<file path="src/rtl/wtc_pkg.sv">
package wtc_pkg;

    typedef enum logic {
        ST_WAIT  = 1'b0,
        ST_SHIFT = 1'b1
    } wtc_state_e;

endpackage

</file>
<file path="src/rtl/wtc_edge_detect.sv">
module wtc_edge_detect (
    input  logic clk,
    input  logic rst_n,
    input  logic take,
    input  logic bit_in,
    output logic prev_bit,
    output logic differs
);

    always_ff @(posedge clk or negedge rst_n) begin
        if (!rst_n) begin
            prev_bit <= 1'b0;
        end else if (take) begin
            prev_bit <= bit_in;
        end
    end

    assign differs = bit_in ^ prev_bit;

endmodule

</file>
<file path="src/rtl/wtc_weight_sel.sv">
module wtc_weight_sel #(
    parameter int LEN_W = 7,
    parameter int ACC_W = 11
) (
    input  logic             unload,
    input  logic [LEN_W-1:0] pos,
    input  logic [LEN_W-1:0] len,
    output logic [ACC_W-1:0] weight
);

    logic [LEN_W-1:0] raw;

    // Scan-in: a change still travels (len - pos) cells; scan-out: pos cells.
    always_comb begin
        if (unload) begin
            raw = pos;
        end else begin
            raw = len - pos;
        end
        weight = ACC_W'(raw);
    end

endmodule

</file>
<file path="src/rtl/wtc_accum.sv">
module wtc_accum #(
    parameter int ACC_W = 11
) (
    input  logic             clk,
    input  logic             rst_n,
    input  logic             clear,
    input  logic             add_en,
    input  logic [ACC_W-1:0] addend,
    output logic [ACC_W-1:0] sum_q,
    output logic [ACC_W-1:0] sum_next
);

    always_comb begin
        if (clear) begin
            sum_next = '0;
        end else if (add_en) begin
            sum_next = sum_q + addend;
        end else begin
            sum_next = sum_q;
        end
    end

    always_ff @(posedge clk or negedge rst_n) begin
        if (!rst_n) begin
            sum_q <= '0;
        end else begin
            sum_q <= sum_next;
        end
    end

endmodule

</file>
<file path="src/rtl/scan_shift_weight.sv">
module scan_shift_weight #(
    parameter int MAX_LEN   = 64,
    parameter int LEN_W     = $clog2(MAX_LEN + 1),
    parameter int ACC_W_MIN = $clog2((MAX_LEN * (MAX_LEN - 1)) / 2 + 1),
    parameter int ACC_W     = (ACC_W_MIN > LEN_W) ? ACC_W_MIN : LEN_W + 1
) (
    input  logic             clk,
    input  logic             rst_n,
    input  logic             bit_in,
    input  logic             shift_vld,
    input  logic             dir_sel,
    input  logic [LEN_W-1:0] chain_len,
    output logic [ACC_W-1:0] count,
    output logic             count_vld
);

    import wtc_pkg::*;

    localparam logic [LEN_W-1:0] LEN_MAX = LEN_W'(MAX_LEN);
    localparam logic [LEN_W-1:0] LEN_ONE = LEN_W'(1);

    wtc_state_e       state_q;
    wtc_state_e       state_d;
    logic [LEN_W-1:0] len_q;
    logic             dir_q;
    logic [LEN_W-1:0] pos_q;
    logic [LEN_W-1:0] len_eff;

    logic             prev_bit;
    logic             differs;
    logic [ACC_W-1:0] weight;
    logic [ACC_W-1:0] acc_q;
    logic [ACC_W-1:0] acc_next;

    logic             first_bit;
    logic             inner_bit;
    logic             last_bit;

    // Clamp the requested length into 1 .. MAX_LEN.
    always_comb begin
        if (chain_len == '0) begin
            len_eff = LEN_ONE;
        end else if (chain_len > LEN_MAX) begin
            len_eff = LEN_MAX;
        end else begin
            len_eff = chain_len;
        end
    end

    // Next-state and event decode.
    always_comb begin
        state_d   = state_q;
        first_bit = 1'b0;
        inner_bit = 1'b0;
        last_bit  = 1'b0;
        unique case (state_q)
            ST_WAIT: begin
                if (shift_vld) begin
                    first_bit = 1'b1;
                    if (len_eff == LEN_ONE) begin
                        last_bit = 1'b1;      // T_SINGLE
                    end else begin
                        state_d = ST_SHIFT;   // T_START
                    end
                end
            end
            ST_SHIFT: begin
                if (shift_vld) begin
                    inner_bit = 1'b1;
                    if (pos_q + LEN_ONE == len_q) begin
                        last_bit = 1'b1;
                        state_d  = ST_WAIT;   // T_LAST
                    end                       // else T_STEP
                end
            end
            default: state_d = ST_WAIT;
        endcase
    end

    // State register.
    always_ff @(posedge clk or negedge rst_n) begin
        if (!rst_n) begin
            state_q <= ST_WAIT;
        end else begin
            state_q <= state_d;
        end
    end

    // Vector context: length, mode and bit position.
    always_ff @(posedge clk or negedge rst_n) begin
        if (!rst_n) begin
            len_q <= LEN_ONE;
            dir_q <= 1'b0;
            pos_q <= '0;
        end else if (first_bit) begin
            len_q <= len_eff;
            dir_q <= dir_sel;
            pos_q <= LEN_ONE;
        end else if (inner_bit) begin
            pos_q <= last_bit ? '0 : pos_q + LEN_ONE;
        end
    end

    wtc_edge_detect u_edge (
        .clk      (clk),
        .rst_n    (rst_n),
        .take     (shift_vld),
        .bit_in   (bit_in),
        .prev_bit (prev_bit),
        .differs  (differs)
    );

    wtc_weight_sel #(
        .LEN_W (LEN_W),
        .ACC_W (ACC_W)
    ) u_weight (
        .unload (dir_q),
        .pos    (pos_q),
        .len    (len_q),
        .weight (weight)
    );

    wtc_accum #(
        .ACC_W (ACC_W)
    ) u_accum (
        .clk      (clk),
        .rst_n    (rst_n),
        .clear    (first_bit),
        .add_en   (inner_bit & differs),
        .addend   (weight),
        .sum_q    (acc_q),
        .sum_next (acc_next)
    );

    // Output register.
    always_ff @(posedge clk or negedge rst_n) begin
        if (!rst_n) begin
            count     <= '0;
            count_vld <= 1'b0;
        end else begin
            count_vld <= last_bit;
            if (last_bit) begin
                count <= acc_next;
            end
        end
    end

endmodule

</file>
<file path="config.mk">
export PLATFORM = sky130hd
export DESIGN_NAME = scan_shift_weight
export DESIGN_NICKNAME = d
export VERILOG_FILES = /design/src/rtl/wtc_pkg.sv /design/src/rtl/wtc_edge_detect.sv /design/src/rtl/wtc_weight_sel.sv /design/src/rtl/wtc_accum.sv /design/src/rtl/scan_shift_weight.sv
export SDC_FILE = /design/constraint.sdc
export NUM_CORES = 1
export LEC_CHECK = 0
export CAP_MARGIN = 10
export CORE_ASPECT_RATIO = 0.75
export CORE_UTILIZATION = 48
export CTS_CLUSTER_SIZE = 30
export DETAILED_ROUTE_END_ITERATION = 12
export PLACE_DENSITY = 0.78
export SLEW_MARGIN = 20
export SYNTH_ARGS = -nofsm -noshare
export SYNTH_HDL_FRONTEND = slang
export SYNTH_HIERARCHICAL = 1
export SYNTH_SLANG_ARGS = --single-unit
</file>
<file path="constraint.sdc">
create_clock -name clk -period 6.29 [get_ports clk]
set_input_delay 1.258 -clock clk [delete_from_list [all_inputs] [get_ports clk]]
set_output_delay 1.258 -clock clk [all_outputs]
set_load 0.005 [all_outputs]
</file>
* Word-level counts from Yosys, hierarchy flattened *
Cells that the tools add are included.

storage, ports and cells
  register bits after elaboration = 40
  input bits = 12
  output and inout port bits = 12
  word-level logic and storage cells = 40

cells by class
  add/sub/neg operators = 3
  order comparisons = 1
  eq/ne operators = 2
  muxes and demuxes = 21
  bitwise operators = 3
  reductions and logical operators = 2

operators with widths
  cell                 number
  $mux 7               6
  $mux 11              2
  $add 11x7->11        1
  $mux 1               11
  $add 7x1->7 const B  1
  $eq 7x1->1 const B   1
  $eq 7x7->1           1
  $gt 7x7->1 const B   1
  $logic_not 7->1      1
  $sub 7x7->7          1
  $pmux 1 s2           2
  $reduce_bool 2->1    1
  $and 1x1->1          1
  $not 1->1            1
  $xor 1x1->1          1

* Longest topological paths before layout *
Gate-level depths: netlist of the first run.

  word-level depth = 10
  mapped depth = 14
  depth with buffers taken out = 14

* Cells and area by module *
The synthesis of the first run kept the hierarchy.

by module, submodules not included
  module             times used  cells an instance  area each (um^2)  seq. area each (um^2)
  scan_shift_weight  1           135                1,457.6           701.9
  wtc_accum          1           109                970.9             275.3
  wtc_weight_sel     1           62                 429.2             0.0
  wtc_edge_detect    1           3                  48.8              25.0

* Worst setup path after synthesis of the first run *
OpenSTA, ideal clock, no wires.

  kind = flip-flop to flip-flop
  from = register len_q[0]
  to = register count[10]
  setup time = 0.125 ns
  data arrival time = 3.339 ns
  required time = 6.165 ns
  setup slack = 2.826 ns
  cell stages (with the launch flop) = 15
  path buffers = 0
  clock period less this slack = 3.464 ns
  cells stage by stage = dfstp_2 inv_1 ha_1 fa_1 and2b_1 o21a_1 nand2b_1 a41oi_2 ha_1 a211o_1 a21oi_2 mux2i_1 o221ai_2 mux2_1 mux2_4

between the ends
  cells in the longest elaborated chain, start to end = 5
  elaborated cells on any way between the ends = 9
  those cells by class = 2 x add/sub; 1 x eq/ne; 6 x mux

ends and longest elaborated chain
  item                      line                      text
  start: declaration        scan_shift_weight.sv:24   logic [LEN_W-1:0] len_q;
  start signal: assignment  scan_shift_weight.sv:96   len_q <= len_eff;
  $sub 7x7->7               wtc_weight_sel.sv:18      raw = len - pos;
  $mux 7                    wtc_weight_sel.sv:15      if (unload) begin
  named net weight[6]       scan_shift_weight.sv:31   logic [ACC_W-1:0] weight;
  $add 11x7->11             wtc_accum.sv:17           sum_next = sum_q + addend;
  $mux 11                   wtc_accum.sv:16           end else if (add_en) begin
  $mux 11                   wtc_accum.sv:14           if (clear) begin
  named net acc_next[10]    scan_shift_weight.sv:33   logic [ACC_W-1:0] acc_next;
  end signal: assignment    scan_shift_weight.sv:143  count <= acc_next;
  end: declaration          scan_shift_weight.sv:13   output logic [ACC_W-1:0] count,

The timed path passes the listed nets, and every way through them passes these cells.
A chain may end at the register's enable or synchronous reset.

* Worst setup path in the final report of the first run *
Same ends and word-level chain as after synthesis.

==> results.sh, run 1 <==
export IMPL_status="finished clean"
export IMPL_grt_usage_pct=20.65
export IMPL_critical_path_arrival_ps=3940
export IMPL_post_cts_resized=0
export IMPL_drc=0
export IMPL_p_total_uw=1453
export IMPL_grt_pass1_vias=2144
export IMPL_gp_congestion=0.8342
export IMPL_clkPwrFrac_pct=15.1
export IMPL_cp_max_fo=4
export IMPL_fin_skew_ps=6.681
export IMPL_die_w_um=91.86
export IMPL_yosysWarnings=6
export IMPL_avgSynthCellArea_um2=9.406
export IMPL_initial_core_util_pct=49.89
export IMPL_fin_nets=359
export IMPL_async_reset_ff_share_pct=100.0
export IMPL_hold_path_class="reg -> reg"
export IMPL_cts_sinks=40
export IMPL_vias=2352
export IMPL_cts_tree="yes"
export IMPL_setup_viol=0
export IMPL_grt_max_degree=41
export IMPL_syn_to_final_growth_pct=12.27
export IMPL_clk_pin_slew_worst_paths_ps=80
export IMPL_fp_dieH_um=69.39
export IMPL_critPathRequiredTime_ps=6470
export IMPL_synthCells=309
export IMPL_routedWlPerCell_um=15.45
export IMPL_synth_area_um2=2907
export IMPL_synth_ff_type="dfrtp_1"
export IMPL_worstSetupPathType="reg -> reg"
export IMPL_switchingPower_uw=628.5
export IMPL_rsz0062_at_grt="false"
export IMPL_synth_edf_count=0
export IMPL_crit_path_end_kind="flip-flop"
export IMPL_relSlewSlack_pct=39.38
export IMPL_drt_wl_total_um=6288
export IMPL_finalNonFillerCells=407
export IMPL_routed_via_density=5.779
export IMPL_clk_path_buf_depth=2
export IMPL_fmax_mhz=265.7
export IMPL_grt_pass1_wl_um=10430
export IMPL_diodes=0
export IMPL_seq_area_frac_synth_pct=34.48
export IMPL_final_cell_mix="dfrtp_1, nand2_1, inv_1"
export IMPL_power_leakage_uw=0.001569
export IMPL_ir_worst_vdd_v=0.0002548
export IMPL_hold_viol=0
export IMPL_antenna_found_initial=0
export IMPL_dr_pass1_iters=5
export IMPL_synthTopCellsByArea="dfrtp_1, ha_1, mux2_4"
export IMPL_max_cap_violations=0
export IMPL_cts_hold_buffers_added=0
export IMPL_cp_start_kind="flip-flop"
export IMPL_root_buffer="clkbuf_8"
export IMPL_place_inst=399
export IMPL_core_area_um2=5826
export IMPL_internal_power_uw=824.5
export IMPL_fin_crit_sh_pct=59.83
export IMPL_tns_ps=0
export IMPL_seqPwrFrac_pct=29.2
export IMPL_combPwrFrac_pct=55.7
export IMPL_synth_seq_cells=40
export IMPL_cts_buffers=5
export IMPL_power_density_nw_per_um2=445.3
export IMPL_period_needed_ps=3763
export IMPL_switching_share_pct=43.26
export IMPL_post_cts_buffers=0
export IMPL_drive_above_1_share_pct=12.16
export IMPL_grt_overflow=0
export IMPL_final_common_cell="dfrtp_1"
export IMPL_max_slew_worst_pin_slew_ps=909.2
export IMPL_cts_htree_levels=2
export IMPL_dieArea_um2=6374
export IMPL_clk_latency_ps=290
export IMPL_yosysTopAreaCell="dfrtp_1"
export IMPL_fp_row_count=24
export IMPL_netlist_area_leader_share_pct=33.58
export IMPL_hpwlAfterDp_um=4623
export IMPL_drtIter0Drc=157
export IMPL_ant_nets=0
export IMPL_portBuffers=23
export IMPL_slew_viol_final=0
export IMPL_ys_types=67
export IMPL_io_pins=24
## cells in the mapped netlist (2+ instances only)
| cell type | count |
|---|---|
| dfrtp_1 | 39 |
| nand2_1 | 34 |
| inv_1 | 25 |
| a21oi_1 | 17 |
| ha_1 | 17 |
| o21ai_0 | 17 |
| nor2_1 | 16 |
| mux2_4 | 10 |
| nand3_1 | 9 |
| o21a_1 | 7 |
| and3_1 | 6 |
| o22ai_1 | 6 |
| xnor2_1 | 6 |
| a21o_1 | 5 |
| clkbuf_1 | 5 |
| mux2i_1 | 5 |
| nor3_1 | 5 |
| xor2_1 | 5 |
| buf_4 | 4 |
| buf_6 | 4 |
| nand4_1 | 4 |
| nor2b_1 | 4 |
| mux2_1 | 3 |
| a211o_1 | 2 |
| a21oi_2 | 2 |
| a31o_2 | 2 |
| a31oi_1 | 2 |
| a32o_1 | 2 |
| and2b_1 | 2 |
| fa_1 | 2 |
| inv_2 | 2 |
| nor4_1 | 2 |
| o31a_1 | 2 |
| o31ai_1 | 2 |
| or3_1 | 2 |
## flip-flops by register name, summed over array words and instances, names as in the netlist
register	flops
count	11
u_accum/sum_q	11
len_q	7
pos_q	7
count_vld	1
dir_q	1
state_q	1
u_edge/prev_bit	1
## per-stage QoR
| stage | worst slack [ps] | hold slack (ps) | utilization, % | instance area [um2] |
|---|---|---|---|---|
| 2_1_floorplan | 2826 | 486.8 | - | 2918 |
| 3_3_place_gp | 2419 | 476.0 | 53.93 | 3142 |
| 3_5_place_dp | 2333 | 491.0 | 53.93 | 3142 |
| 4_1_cts | 2550 | 513.9 | 56.01 | 3263 |
| 5_1_grt | 2313 | 528.7 | 56.01 | 3263 |
| 6_report | 2527 | 512.1 | 56.01 | 3263 |
## per-layer routing
metal  vias to the layer above  share of wire (%)  global-route usage [%]
met5                         -                  0                       0
met4                         0                1.0                   6.076
met3                         7                6.1                   4.276
met2                        89                 45                   32.34
met1                      1123                 48                   28.95
li1                       1133                  -                       -
## worst paths after layout
path | from | endpoint | slack (ps) | cells after the start
setup / recovery | len_q[0]$_DFFE_PN1P_ | count[10]$_DFFE_PN0P_ | 2530 | 14
hold / removal | count[0]$_DFFE_PN0P_ | count[0]$_DFFE_PN0P_ | 510 | 1
setup reg to reg | len_q[0]$_DFFE_PN1P_ | count[10]$_DFFE_PN0P_ | 2530 | 14
hold reg to reg | count[0]$_DFFE_PN0P_ | count[0]$_DFFE_PN0P_ | 510 | 1
max in group asynchronous | rst_n | count[10]$_DFFE_PN0P_ | 4630 | 1
min in group asynchronous | rst_n | len_q[5]$_DFFE_PN0P_ | 1100 | 1
## area by class of cell
cell class                      instances  area [um2]
Timing Repair Buffer                   23       225.2
Clock buffer                            6       82.58
Fill cell                             515        2562
Tap cell                               78       97.59
Inverter                               28       105.1
Sequential cell                        40        1002
Clock inverter                          2       38.79
Multi-Input combinational cell        230        1712
## power groups by stage
stage                     sequential [uW]  combinational, uW  clock, uW
final                                 424                809        220
after global routing                  434                895        233
after CTS                             423                794        224
after detailed placement              428                785          0
after global placement                425                754          0
after floorplan                       392                648          0
## critical path, cell delays in order (launching register included)
cell and delay, ps:
dfstp_2 560, inv_1 50, ha_1 200, fa_1 400, and2b_1 250, o21a_1 190
nand2b_1 130, a41oi_2 100, ha_1 240, a211o_1 310, a21oi_2 220, mux2i_1 250
o221ai_2 130, mux2_1 350, mux2_4 270
## kinds of logic after synthesis
family                     after synthesis  synth area share [%]
adders and majority gates               19                 8.696
other                                    1                0.1290
DFF                                     40                 34.48
and+or+nand+nor                         97                 17.56
muxes                                   18                 8.050
AOI/OAI and AO/OA                       80                 20.19
xor gates and xnor gates                12                 3.874
buffers and inverters                   42                 7.017
Note: power is estimated with default switching activity, not from simulation.
==> inputs of run 2 (changes only) <==
PLACE_DENSITY = 0.81   (was 0.78)
clock period = 3.2 ns   (was 6.29 ns; I/O delays follow)
==> results.sh, run 2 (same netlist as run 1, synthesis figures left out) <==
export IMPL_place_ws_ps=-254.7
export IMPL_fp_row_count=24
export IMPL_root_buffer="clkbuf_8"
export IMPL_fillCellCount=461
export IMPL_critPathRequiredTime_ps=3380
export IMPL_portBuffers=23
export IMPL_ir_worst_vdd_v=0.0005944
export IMPL_reg2reg_depth=14
export IMPL_initial_core_util_pct=49.89
export IMPL_core_area_um2=5826
export IMPL_slew_viol_final=0
export IMPL_power_leakage_uw=0.001781
export IMPL_grt_pass1_vias=2583
export IMPL_cp_start_kind="flip-flop"
export IMPL_power_density_nw_per_um2=936.2
export IMPL_grt_usage_pct=25.10
export IMPL_dieArea_um2=6374
export IMPL_r2r_end="count[10]$_DFFE_PN0P_"
export IMPL_rrSetupSlack_ps=-300
export IMPL_violations="setup timing"
export IMPL_io_pins=24
export IMPL_fin_crit_sh_pct=109.4
export IMPL_rsz0062_at_grt="true"
export IMPL_max_cap_violations=0
export IMPL_routed_via_density=5.801
export IMPL_dr_pass1_iters=5
export IMPL_r2r_start="len_q[0]$_DFFE_PN1P_"
export IMPL_top_regs="count x11, u_accum/sum_q x11"
export IMPL_grt_overflow=0
export IMPL_vias=2622
export IMPL_hold_viol=0
export IMPL_cts_tree="yes"
export IMPL_place_area_um2=3446
export IMPL_fin_ws_ps=-302.4
export IMPL_cts_buffers=5
export IMPL_drive_above_1_share_pct=28.07
export IMPL_final_area_um2=3719
export IMPL_grt_pass1_wl_um=12460
export IMPL_drt_wl_total_um=7776
export IMPL_drtIter0Drc=223
export IMPL_period_needed_ps=3502
export IMPL_gp_congestion=0.9181
export IMPL_cts_hold_buffers_added=0
export IMPL_cpMaxStageDelayCell="dfstp_2"
export IMPL_cts_sinks=40
export IMPL_fin_nets=404
export IMPL_final_cell_mix="buf_4, dfrtp_1, nand2_1"
export IMPL_hpwlAfterDp_um=5396
export IMPL_seqCellArea_um2=1002
export IMPL_fmax_mhz=285.5
export IMPL_syn_to_final_growth_pct=27.94
export IMPL_drc=0
export IMPL_critical_path_arrival_ps=3680
export IMPL_fp_dieH_um=69.39
export IMPL_relSlewSlack_pct=41.15
export IMPL_crit_family="compound AO/OA/AOI/OAI gates"
export IMPL_fin_skew_ps=9.115
export IMPL_cts_htree_levels=2
export IMPL_cp_max_fo=2
export IMPL_clk_latency_ps=290
export IMPL_status="finished, violations left"
export IMPL_routedWlPerCell_um=17.20
export IMPL_worstSetupPathType="reg -> reg"
export IMPL_die_w_um=91.86
export IMPL_diodes=0
export IMPL_crit_chain="inv_2, ha_4, fa_2, and2b_1, o21a_1, nand2b_4, a41oi_4, ha_4, a211o_1, a21oi_2, mux2i_1, o221ai_2, mux2_4, mux2_4"
export IMPL_ant_nets=0
export IMPL_max_slew_worst_pin_slew_ps=882.7
export IMPL_multi_input_area_um2=1862
export IMPL_crit_path_end_kind="flip-flop"
export IMPL_clk_path_buf_depth=2
export IMPL_grt_max_degree=41
export IMPL_slowest_delay_ps=540
export IMPL_crit_buf_inv=1
export IMPL_clk_pin_slew_worst_paths_ps=80
export IMPL_setup_viol=9
export IMPL_hold_path_class="in -> async"
export IMPL_final_common_cell="buf_4"
export IMPL_antenna_found_initial=0
[run 2: changes by cell type in the layout (fill, tap and decap cells not counted), sizes merged]
cell,before,now
buf,1,46
bufinv,1,0
clkinvlp,0,1
[run 2: power breakdown]
part           internal [uW]  switching, uW  total, uW  leakage, uW
registers                653            126        780     0.000498
clock network            153            182        335    0.0000412
logic                   1150           1210       2370      0.00124
total                   1960           1520       3480      0.00178
[run 2: cell type report]
class,count,share of cell area (%)
tap,78,2.624
sequential,40,26.95
clock inverter,2,0.3365
inverter,28,2.826
multi-input combinational,230,50.07
clock buffer,6,1.952
timing repair buffer,68,15.24
[run 2: what timing repair did]
item / in CTS / in global routing
buffers inserted: 8 / 2
gates cloned: 0 / 0
pin swaps: 14 / 9
endpoints found under the setup margin: 7 / 12
gates resized for setup: 14 / 10
[run 2: how the worst max path moves through the flow]
stage | from | end | slack [ps] | depth (start not counted)
global placement | len_q[0]$_DFFE_PN1P_ | count[10]$_DFFE_PN0P_ | -140 | 14
detailed placement | len_q[0]$_DFFE_PN1P_ | count[10]$_DFFE_PN0P_ | -250 | 14
global route | len_q[0]$_DFFE_PN1P_ | count[9]$_DFFE_PN0P_ | -360 | 15
finish | len_q[0]$_DFFE_PN1P_ | count[10]$_DFFE_PN0P_ | -300 | 14
CTS | len_q[0]$_DFFE_PN1P_ | count[10]$_DFFE_PN0P_ | -210 | 14
floorplan | len_q[0]$_DFFE_PN1P_ | count[10]$_DFFE_PN0P_ | -80 | 14
[run 2: worst register-to-register path, cell delays in order, from the launching register on]
cell and delay, ps:
dfstp_2 540, inv_2 40, ha_4 150, fa_2 370
and2b_1 220, o21a_1 170, nand2b_4 160, a41oi_4 130
ha_4 200, a211o_1 260, a21oi_2 190, mux2i_1 250
o221ai_2 120, mux2_4 320, mux2_4 270
[run 2: metrics by stage]
stage / power (uW) / utilization, % / hold slack (ps) / setup TNS [ps] / std cells
after floorplan: 2094 / - / 344.4 / -120.5 / 312
after global placement: 2625 / 59.15 / 477.0 / -380.2 / 434
after detailed placement: 2723 / 59.15 / 484.8 / -644.8 / 434
after CTS: 3283 / 62.84 / 491.9 / -661.9 / 450
after global routing: 3713 / 63.83 / 514.7 / -2203 / 452
final: 3481 / 63.83 / 459.5 / -1404 / 452
[run 2: layer usage]
layer	vias to the layer above	GRT usage (%)	routed length [um]
met5	-	0	0
met4	0	7.813	181
met3	20	4.057	421
met2	99	39.80	3612
met1	1278	35.29	3560
li1	1225	-	-
==> inputs of run 3 (changes only) <==
CTS_BUF_LIST = sky130_fd_sc_hd__clkbuf_4   (was default)
CTS_CLUSTER_DIAMETER = 100   (was default)
SETUP_SLACK_MARGIN = 0.3   (was default)
==> results.sh, run 3 (same netlist as run 1, synthesis figures left out) <==
export IMPL_root_buffer="clkbuf_4"
export IMPL_routedWlPerCell_um=18.02
export IMPL_crit_path_end_kind="flip-flop"
export IMPL_setup_viol=9
export IMPL_final_common_cell="buf_4"
export IMPL_portBuffers=23
export IMPL_fmax_mhz=287.7
export IMPL_dr_pass1_iters=5
export IMPL_dieArea_um2=6374
export IMPL_io_pins=24
export IMPL_diodes=0
export IMPL_grt_overflow=0
export IMPL_worstSetupPathType="reg -> reg"
export IMPL_grt_max_degree=41
export IMPL_fin_nets=403
export IMPL_seqCellArea_um2=1002
export IMPL_gp_congestion=0.9043
export IMPL_r2r_start="len_q[0]$_DFFE_PN1P_"
export IMPL_cts_htree_levels=2
export IMPL_power_leakage_uw=0.001779
export IMPL_vias=2664
export IMPL_antenna_found_initial=0
export IMPL_fin_crit_sh_pct=108.6
export IMPL_tns_ps=-1495
export IMPL_grt_usage_pct=24.36
export IMPL_cts_tree="yes"
export IMPL_grt_pass1_wl_um=12230
export IMPL_power_density_nw_per_um2=941.5
export IMPL_place_ws_ps=-195.1
export IMPL_clk_latency_ps=360
export IMPL_core_area_um2=5826
export IMPL_final_cell_mix="buf_4, dfrtp_1, nand2_1"
export IMPL_drive_above_1_share_pct=29.76
export IMPL_critical_path_arrival_ps=3740
export IMPL_relSlewSlack_pct=40.26
export IMPL_hold_viol=0
export IMPL_rsz0062_at_grt="true"
export IMPL_place_area_um2=3446
export IMPL_fp_dieH_um=69.39
export IMPL_status="finished, violations left"
export IMPL_ir_worst_vdd_v=0.0006038
export IMPL_max_cap_violations=0
export IMPL_cts_hold_buffers_added=0
export IMPL_ant_nets=0
export IMPL_routed_via_density=5.907
export IMPL_fillCellCount=450
export IMPL_fp_row_count=24
export IMPL_grt_pass1_vias=2543
export IMPL_violations="setup timing"
export IMPL_top_regs="count x11, u_accum/sum_q x11"
export IMPL_drc=0
export IMPL_clk_path_buf_depth=2
export IMPL_final_area_um2=3692
export IMPL_cts_sinks=40
export IMPL_period_needed_ps=3476
export IMPL_clk_pin_slew_worst_paths_ps=140
export IMPL_drt_wl_total_um=8129
export IMPL_cp_max_fo=3
export IMPL_syn_to_final_growth_pct=27.03
export IMPL_drtIter0Drc=270
export IMPL_postLayoutCoreUtil_pct=63.38
export IMPL_initial_core_util_pct=49.89
export IMPL_die_w_um=91.86
export IMPL_slew_viol_final=0
export IMPL_max_slew_worst_pin_slew_ps=896.1
export IMPL_hpwlAfterDp_um=5304
export IMPL_critPathRequiredTime_ps=3460
export IMPL_fin_skew_ps=20.12
export IMPL_fin_ws_ps=-275.8
export IMPL_hold_path_class="in -> async"
export IMPL_cp_start_kind="flip-flop"
export IMPL_cts_buffers=5
export IMPL_multi_input_area_um2=1859
export IMPL_startpoint="len_q[0]$_DFFE_PN1P_"
run 3: cell count changes in the layout (fill, tap and decap cells not counted), moves of 2 or more:
cell	previous run	this run
buf_6	1	4
a21oi_1	12	10
clkbuf_4	0	6
buf_4	44	40
clkbuf_8	5	0
a21oi_2	5	8
run 3: final timing paths:
kind	to	slack (ps)	depth (start not counted)
worst max-delay path	count[8]$_DFFE_PN0P_	-280	14
worst min-delay path	pos_q[5]$_DFFE_PN0P_	380	1
worst max register to register	count[8]$_DFFE_PN0P_	-280	14
worst min register to register	count[3]$_DFFE_PN0P_	520	1
max in group asynchronous	u_accum/sum_q[0]$_DFF_PN0_	2250	1
min in group clk	count[3]$_DFFE_PN0P_	520	1
run 3: what timing repair did:
action,CTS,global route
pin swaps,6,18
setup endpoints to repair,16,16
setup buffers,4,5
resized for setup,10,22
hold endpoints to repair,0,0
run 3: power breakdown:
group	internal, uW	leakage (uW)	switching, uW
Combinational	1170	0.00125	1240
Sequential	653	0.000498	129
Clock	93.5	0.0000317	186
run 3: critical path, cell delays in order, from the launching register on:
cell     delay [ps]
dfstp_2         560
inv_2            50
ha_4            160
fa_2            360
buf_4           140
buf_6           100
xor2_1          140
o21ai_1         200
ha_1            280
nor2b_4         160
o31ai_4         230
a21oi_2         110
or3_1           350
a32o_2          280
mux2_4          260
run 3: metal layers:
layer / track usage (%) / wire length, um / vias up
li1: - / - / 1227
met1: 35.70 / 3599 / 1271
met4: 6.424 / 178 / 0
met5: 0 / 0 / -
met2: 36.48 / 3732 / 147
met3: 5.154 / 619 / 19
run 3: through the flow:
step	hold WS, ps	power, uW	std cells
CTS	432.4	3117	446
global placement	475.7	2639	434
floorplan	344.4	2094	312
finish	375.7	3476	451
global route	450.8	3678	451
detailed placement	490.1	2710	434
run 3: final cells by class:
class,instances,share of cell area [%]
Inverter,28,2.846
Multi-Input combinational cell,230,50.36
Clock buffer,6,1.220
Sequential cell,40,27.14
Clock inverter,2,0.3389
Tap cell,78,2.643
Timing Repair Buffer,67,15.45
